`config.mk`:
```
export PLATFORM = sky130hd
export DESIGN_NAME = btb_predictor
export DESIGN_NICKNAME = d
export VERILOG_FILES = /design/src/rtl/btb_pkg.sv /design/src/rtl/btb_ctr_step.sv /design/src/rtl/btb_table.sv /design/src/rtl/btb_resolve.sv /design/src/rtl/btb_predictor.sv
export SDC_FILE = /design/constraint.sdc
export NUM_CORES = 1
export LEC_CHECK = 0
export BUFFER_PORTS_ARGS = -buffer_cell sky130_fd_sc_hd__buf_2
export CAP_MARGIN = 40
export CELL_PAD_IN_SITES_DETAIL_PLACEMENT = 0
export CELL_PAD_IN_SITES_GLOBAL_PLACEMENT = 2
export CORE_UTILIZATION = 35
export CTS_CLUSTER_SIZE = 25
export DETAILED_ROUTE_END_ITERATION = 10
export GPL_TIMING_DRIVEN = 0
export PLACE_DENSITY_LB_ADDON = 0.1
export RECOVER_POWER = 25
export SLEW_MARGIN = 20
export SYNTH_ARGS = -nofsm -noshare
export SYNTH_HDL_FRONTEND = slang
export SYNTH_SLANG_ARGS = --single-unit
export TNS_END_PERCENT = 5
```
`constraint.sdc`:
```
create_clock -name clk -period 11.7 [get_ports clk]
set_clock_uncertainty 0.2 [all_clocks]
set_input_delay 2.925 -clock clk [delete_from_list [all_inputs] [get_ports clk]]
set_output_delay 2.925 -clock clk [all_outputs]
set_load 0.02 [all_outputs]
```
`src/rtl/btb_pkg.sv`:
```
`timescale 1ns/1ps
package btb_pkg;
    typedef enum logic [1:0] {
        CTR_SNT = 2'b00,
        CTR_WNT = 2'b01,
        CTR_WT  = 2'b10,
        CTR_ST  = 2'b11
    } ctr_e;

    typedef enum logic [1:0] {
        RES_IDLE,
        RES_GOOD,
        RES_DIR_MISS,
        RES_TGT_MISS
    } res_e;
endpackage

```
`src/rtl/btb_ctr_step.sv`:
```
`timescale 1ns/1ps
module btb_ctr_step
    import btb_pkg::*;
(
    input  ctr_e cur,
    input  logic taken,
    output ctr_e nxt
);
    always_comb begin
        unique case (cur)
            CTR_SNT: nxt = taken ? CTR_WNT : CTR_SNT;
            CTR_WNT: nxt = taken ? CTR_WT  : CTR_SNT;
            CTR_WT:  nxt = taken ? CTR_ST  : CTR_WNT;
            CTR_ST:  nxt = taken ? CTR_ST  : CTR_WT;
            default: nxt = CTR_SNT;
        endcase
    end
endmodule

```
`src/rtl/btb_table.sv`:
```
`timescale 1ns/1ps
module btb_table
    import btb_pkg::*;
#(
    parameter int ADDR_W = 32,
    parameter int IDX_W  = 4
) (
    input  logic              clk,
    input  logic              rst_n,
    input  logic [ADDR_W-1:0] rd_pc,
    output logic              rd_hit,
    output ctr_e              rd_ctr,
    output logic [ADDR_W-1:0] rd_target,
    input  logic              wr_en,
    input  logic [ADDR_W-1:0] wr_pc,
    input  logic              wr_taken,
    input  logic [ADDR_W-1:0] wr_target
);
    localparam int OFF   = 2;
    localparam int DEPTH = 1 << IDX_W;
    localparam int TAG_W = ADDR_W - IDX_W - OFF;

    logic [DEPTH-1:0]  valid_a;
    logic [TAG_W-1:0]  tag_a [DEPTH];
    logic [ADDR_W-1:0] tgt_a [DEPTH];
    ctr_e              ctr_a [DEPTH];

    logic [IDX_W-1:0] rd_idx, wr_idx;
    logic [TAG_W-1:0] rd_tag, wr_tag;
    logic             wr_hit;
    ctr_e             wr_ctr_cur, wr_ctr_nxt;

    assign rd_idx = rd_pc[IDX_W+OFF-1:OFF];
    assign rd_tag = rd_pc[ADDR_W-1:IDX_W+OFF];
    assign wr_idx = wr_pc[IDX_W+OFF-1:OFF];
    assign wr_tag = wr_pc[ADDR_W-1:IDX_W+OFF];

    assign rd_hit    = valid_a[rd_idx] && (tag_a[rd_idx] == rd_tag);
    assign rd_ctr    = ctr_a[rd_idx];
    assign rd_target = tgt_a[rd_idx];

    assign wr_hit     = valid_a[wr_idx] && (tag_a[wr_idx] == wr_tag);
    assign wr_ctr_cur = ctr_a[wr_idx];

    btb_ctr_step u_step (
        .cur   (wr_ctr_cur),
        .taken (wr_taken),
        .nxt   (wr_ctr_nxt)
    );

    for (genvar e = 0; e < DEPTH; e++) begin : g_entry
        logic              sel;
        logic              v_q;
        logic [TAG_W-1:0]  t_q;
        logic [ADDR_W-1:0] g_q;
        ctr_e              c_q;

        assign sel = wr_en && (wr_idx == IDX_W'(e));

        always_ff @(posedge clk) begin
            if (!rst_n)                          v_q <= 1'b0;
            else if (sel && (wr_hit || wr_taken)) v_q <= 1'b1;
        end

        always_ff @(posedge clk) begin
            if (sel) begin
                if (wr_hit) begin
                    c_q <= wr_ctr_nxt;
                    if (wr_taken) g_q <= wr_target;
                end else if (wr_taken) begin
                    t_q <= wr_tag;
                    g_q <= wr_target;
                    c_q <= CTR_WT;
                end
            end
        end

        assign valid_a[e] = v_q;
        assign tag_a[e]   = t_q;
        assign tgt_a[e]   = g_q;
        assign ctr_a[e]   = c_q;
    end

    // checker state: remembers the previous update
    logic             seen_q, chk_en_q, chk_taken_q, chk_hit_q, chk_vprev_q;
    logic [IDX_W-1:0] chk_idx_q;
    logic [TAG_W-1:0] chk_tag_q;
    ctr_e             chk_ctr_q;

    always_ff @(posedge clk) begin
        if (!rst_n) begin
            seen_q   <= 1'b0;
            chk_en_q <= 1'b0;
        end else begin
            seen_q   <= 1'b1;
            chk_en_q <= wr_en;
        end
        chk_taken_q <= wr_taken;
        chk_hit_q   <= wr_hit;
        chk_vprev_q <= valid_a[wr_idx];
        chk_idx_q   <= wr_idx;
        chk_tag_q   <= wr_tag;
        chk_ctr_q   <= wr_ctr_cur;
    end

    p_clear_r1: assert property (@(posedge clk) disable iff (!rst_n)
        !seen_q |-> (valid_a == '0));

    p_alloc_r4: assert property (@(posedge clk) disable iff (!rst_n)
        (chk_en_q && chk_taken_q) |-> (valid_a[chk_idx_q] && tag_a[chk_idx_q] == chk_tag_q));

    p_alloc_wt_r4: assert property (@(posedge clk) disable iff (!rst_n)
        (chk_en_q && chk_taken_q && !chk_hit_q) |-> (ctr_a[chk_idx_q] == CTR_WT));

    p_keep_r5: assert property (@(posedge clk) disable iff (!rst_n)
        (chk_en_q && !chk_taken_q && !chk_hit_q) |-> (valid_a[chk_idx_q] == chk_vprev_q));

    p_sat_hi_r6: assert property (@(posedge clk) disable iff (!rst_n)
        (chk_en_q && chk_hit_q && chk_taken_q && chk_ctr_q == CTR_ST) |-> (ctr_a[chk_idx_q] == CTR_ST));

    p_sat_lo_r6: assert property (@(posedge clk) disable iff (!rst_n)
        (chk_en_q && chk_hit_q && !chk_taken_q && chk_ctr_q == CTR_SNT) |-> (ctr_a[chk_idx_q] == CTR_SNT));
endmodule

```
`src/rtl/btb_resolve.sv`:
```
`timescale 1ns/1ps
module btb_resolve
    import btb_pkg::*;
#(
    parameter int ADDR_W = 32
) (
    input  logic              res_valid,
    input  logic [ADDR_W-1:0] res_pc,
    input  logic              res_taken,
    input  logic [ADDR_W-1:0] res_target,
    input  logic              res_pred_taken,
    input  logic [ADDR_W-1:0] res_pred_target,
    output logic              flush,
    output logic [ADDR_W-1:0] fix_pc
);
    res_e cls;

    always_comb begin
        if (!res_valid)                                     cls = RES_IDLE;
        else if (res_taken != res_pred_taken)               cls = RES_DIR_MISS;
        else if (res_taken && res_target != res_pred_target) cls = RES_TGT_MISS;
        else                                                cls = RES_GOOD;
    end

    always_comb begin
        unique case (cls)
            RES_IDLE, RES_GOOD:         flush = 1'b0;
            RES_DIR_MISS, RES_TGT_MISS: flush = 1'b1;
            default:                    flush = 1'b0;
        endcase
        fix_pc = res_taken ? res_target : res_pc + ADDR_W'(4);
    end
endmodule

```
`src/rtl/btb_predictor.sv`:
```
`timescale 1ns/1ps
module btb_predictor
    import btb_pkg::*;
#(
    parameter int ADDR_W = 32,
    parameter int IDX_W  = 4
) (
    input  logic              clk,
    input  logic              rst_n,
    input  logic [ADDR_W-1:0] fetch_pc,
    output logic [ADDR_W-1:0] next_pc,
    output logic              pred_hit,
    output logic              pred_taken,
    input  logic              res_valid,
    input  logic [ADDR_W-1:0] res_pc,
    input  logic              res_taken,
    input  logic [ADDR_W-1:0] res_target,
    input  logic              res_pred_taken,
    input  logic [ADDR_W-1:0] res_pred_target,
    output logic              flush_req,
    output logic [ADDR_W-1:0] redirect_pc
);
    localparam logic [ADDR_W-1:0] STEP = ADDR_W'(4);

    ctr_e              rd_ctr;
    logic [ADDR_W-1:0] rd_target;

    btb_table #(.ADDR_W(ADDR_W), .IDX_W(IDX_W)) u_table (
        .clk       (clk),
        .rst_n     (rst_n),
        .rd_pc     (fetch_pc),
        .rd_hit    (pred_hit),
        .rd_ctr    (rd_ctr),
        .rd_target (rd_target),
        .wr_en     (res_valid),
        .wr_pc     (res_pc),
        .wr_taken  (res_taken),
        .wr_target (res_target)
    );

    btb_resolve #(.ADDR_W(ADDR_W)) u_resolve (
        .res_valid       (res_valid),
        .res_pc          (res_pc),
        .res_taken       (res_taken),
        .res_target      (res_target),
        .res_pred_taken  (res_pred_taken),
        .res_pred_target (res_pred_target),
        .flush           (flush_req),
        .fix_pc          (redirect_pc)
    );

    assign pred_taken = pred_hit && (rd_ctr == CTR_WT || rd_ctr == CTR_ST);

    always_comb begin
        unique case ({flush_req, pred_taken})
            2'b10, 2'b11: next_pc = redirect_pc;
            2'b01:        next_pc = rd_target;
            default:      next_pc = fetch_pc + STEP;
        endcase
    end

    p_seq_r3: assert property (@(posedge clk) disable iff (!rst_n)
        (!flush_req && !pred_taken) |-> (next_pc == fetch_pc + STEP));

    p_redirect_r10: assert property (@(posedge clk) disable iff (!rst_n)
        flush_req |-> (next_pc == redirect_pc));

    p_quiet_r9: assert property (@(posedge clk) disable iff (!rst_n)
        !res_valid |-> !flush_req);

    p_taken_hit_r3: assert property (@(posedge clk) disable iff (!rst_n)
        pred_taken |-> pred_hit);
endmodule

```
==> results.sh <==
export IMPL_synthCells=2379
export IMPL_cp_slowest_cell="or4b_1"
export IMPL_synth_edf_count=960
export IMPL_crit_type="primary input to output pin"
export IMPL_hold_path_class="register to register"
export IMPL_nFillCells=11287
export IMPL_cts_root_buffer="clkbuf_16"
export IMPL_crit_required_ns=8.58
export IMPL_mostFrequentLayoutCell="edfxtp_1"
export IMPL_cts_tree="done"
export IMPL_via_per_inst=5.87
export IMPL_critPathMaxFanout=10
export IMPL_portBuffers=190
export IMPL_h_tree_depth=3
export IMPL_crit_path_cell_trace="buf_2 > buf_6 > buf_6 > buf_6 > buf_8 > clkinv_1 > buf_8 > mux2i_1 > xor2_1 > a21oi_1 > a221oi_1 > nand4_1 > or4b_1 > buf_2 > buf_6 > buf_2 > mux2i_1 > o21ai_0 > buf_2"
export IMPL_core_area_sq_mm=0.126
export IMPL_synthArstFlopShare_pct=0
export IMPL_endpoint_kind="output pin"
export IMPL_path_clk_slew_ns=0.06
export IMPL_cts_setup_buffers=0
export IMPL_vias=26965
export IMPL_cts_buffers_inserted=110
export IMPL_grt_pass1_vias=27235
export IMPL_dieArea_sq_mm=0.128
export IMPL_rows=130
export IMPL_power_density_mw_per_mm2=156
export IMPL_clk_latency_ns=0.75
export IMPL_synth_nets=2517
export IMPL_area_growth_syn_to_layout_pct=20.1
export IMPL_hold_buffers=0
export IMPL_timing_rr_start="u_table.g_entry[8].t_q[17]$_DFFE_PP_"
export IMPL_final_cell_mix="edfxtp_1 (960), mux4_2 (358), buf_2 (209)"
export IMPL_yosysSeqAreaShare_pct=65.9
export IMPL_total_leakage_power_nw=17.7
export IMPL_antenna_found_initial=8
export IMPL_clock_sinks=976
export IMPL_syn_area_per_cell_sq_um=18.6
export IMPL_yosys_warnings=0
export IMPL_drtAntennaViolNets=0
export IMPL_hpwl_microns=134000
export IMPL_outcome="complete, but fails checks"
export IMPL_wl_per_cell_microns=38.9
export IMPL_grt_pass1_wl_microns=241000
export IMPL_max_slew_margin_pct=28.8
export IMPL_finalCritPeriodShare_pct=99.3
export IMPL_crit_path_max_incr_delay_ns=0.60
export IMPL_synth_cell_types=72
export IMPL_setup_tns_ns=0
export IMPL_grt_overflow_total=0
export IMPL_final_hold_viol_count=0
export IMPL_start_util_pct=35.2
export IMPL_layout_nets=2985
export IMPL_totalWireLength_microns=179000
export IMPL_post_route_min_period_ns=11.62
export IMPL_antenna_cells=0
export IMPL_fmax_ghz=0.0860
export IMPL_netlist_area_sq_mm=0.0442
export IMPL_dp_cells=4375
export IMPL_io_pins=200
export IMPL_die_w_microns=358
export IMPL_violations="DRC"
export IMPL_synth_seq_cells=976
export IMPL_drtPass1Iterations=8
export IMPL_cts_resized=3
export IMPL_stdcell_count=4594
export IMPL_setup_viol=0
export IMPL_drive_gt1_share_pct=33.7
export IMPL_worstSetupStartpointType="primary input"
export IMPL_hold_start="u_table.g_entry[11].v_q$_SDFFE_PN0P_"
export IMPL_critPathTopFamily="buffers and inverters"
export IMPL_holdWs_ns=0.287
export IMPL_track_usage_pct=28.1
export IMPL_crit_start="fetch_pc[2]"
export IMPL_tightest_slew_ns=1.07
export IMPL_critPathBufInv=11
export IMPL_utilization_pct=42.3
export IMPL_drv_slew=0
export IMPL_ys_flop_type="edfxtp_1"
export IMPL_clock_path_buffers=3
export IMPL_rsz0062_at_grt="no"
export IMPL_vdd_ir_drop_worst_mv=0.137
export IMPL_drc=1
export IMPL_place_gp_congestion=0.943
export IMPL_drtIter0Drc=3014
export IMPL_grt_max_degree=23
export IMPL_maxCapViolCount=0
export IMPL_arrival_ns=8.50
export IMPL_die_h_microns=358
==> final timing paths <==
kind | endpoint | slack [ns] | cells past startpoint
worst min register to register | u_table.g_entry[11].v_q$_SDFFE_PN0P_ | 0.29 | 1
worst max-delay path | next_pc[13] | 0.08 | 19
worst min-delay path | u_table.g_entry[11].v_q$_SDFFE_PN0P_ | 0.29 | 1
worst max register to register | u_table.g_entry[11].t_q[14]$_DFFE_PP_ | 6.74 | 14
==> registers in the layout, summed over array words and instances, names as in the netlist <==
signal / count
u_table.g_entry.g_q: 512
u_table.g_entry.t_q: 416
u_table.g_entry.c_q: 32
u_table.g_entry.v_q: 16
==> metrics by stage <==
stage	setup WS, ns	power [mW]	instance area [sq um]
after global routing	0.0650	8.50	53100
after global placement	-2.59	4.76	47300
final	0.0772	8.30	53100
after floorplan	2.28	4.37	44200
after detailed placement	-0.0961	4.79	49300
after CTS	0.0126	8.35	53100
==> cell usage after synthesis (16+ instances only) <==
cell        n  share of area (%)
o21a_1     17               0.29
a22oi_1    23               0.39
dfxtp_1    16               0.72
nor3_1     49               0.55
mux2_2     24               0.61
edfxtp_1  960                 65
nand2_1   120                1.0
nand3_1    40               0.45
buf_1      24               0.20
mux4_2    358                 18
buf_2      40               0.45
nor2_1     54               0.46
o21ai_0    68               0.77
nand4_1    19               0.27
mux2i_1   149                3.4
xnor2_1    74                1.5
inv_1      23               0.20
clkbuf_1   55               0.47
xor2_1     57                1.1
==> per-layer routing <==
layer	global-route usage, %	wire [microns]
met5	0	66
met4	7.62	5030
met3	4.55	10600
met2	46.7	87400
met1	38.4	75800
==> logic make-up (layout without fill, tap and decap cells) <==
kind of cell / Yosys count / count (layout) / synth area share [%]
flops: 976 / 976 / 65.9
simple gates: 361 / 361 / 3.97
xor+xnor: 131 / 131 / 2.59
compound gates: 193 / 193 / 2.92
mux: 538 / 538 / 22.4
buf+inv: 174 / 739 / 2.06
fa+ha+maj: 6 / 6 / 0.164
==> where the power goes <==
group | internal [mW] | switching, mW
registers | 3.88 | 0.0129
clock network | 2.08 | 1.49
logic | 0.285 | 0.544
total | 6.24 | 2.05
==> area by class of cell <==
type | instances | area [sq um] | area share (%)
tap | 1650 | 2060 | 3.89
buffer | 148 | 843 | 1.59
inverter | 26 | 97.6 | 0.184
clock buffer | 133 | 2860 | 5.38
sequential | 976 | 29100 | 54.9
multi-input combinational | 1229 | 14400 | 27.1
clock inverter | 76 | 860 | 1.62
timing repair buffer | 356 | 2870 | 5.41
(Power assumes the default switching activity.)
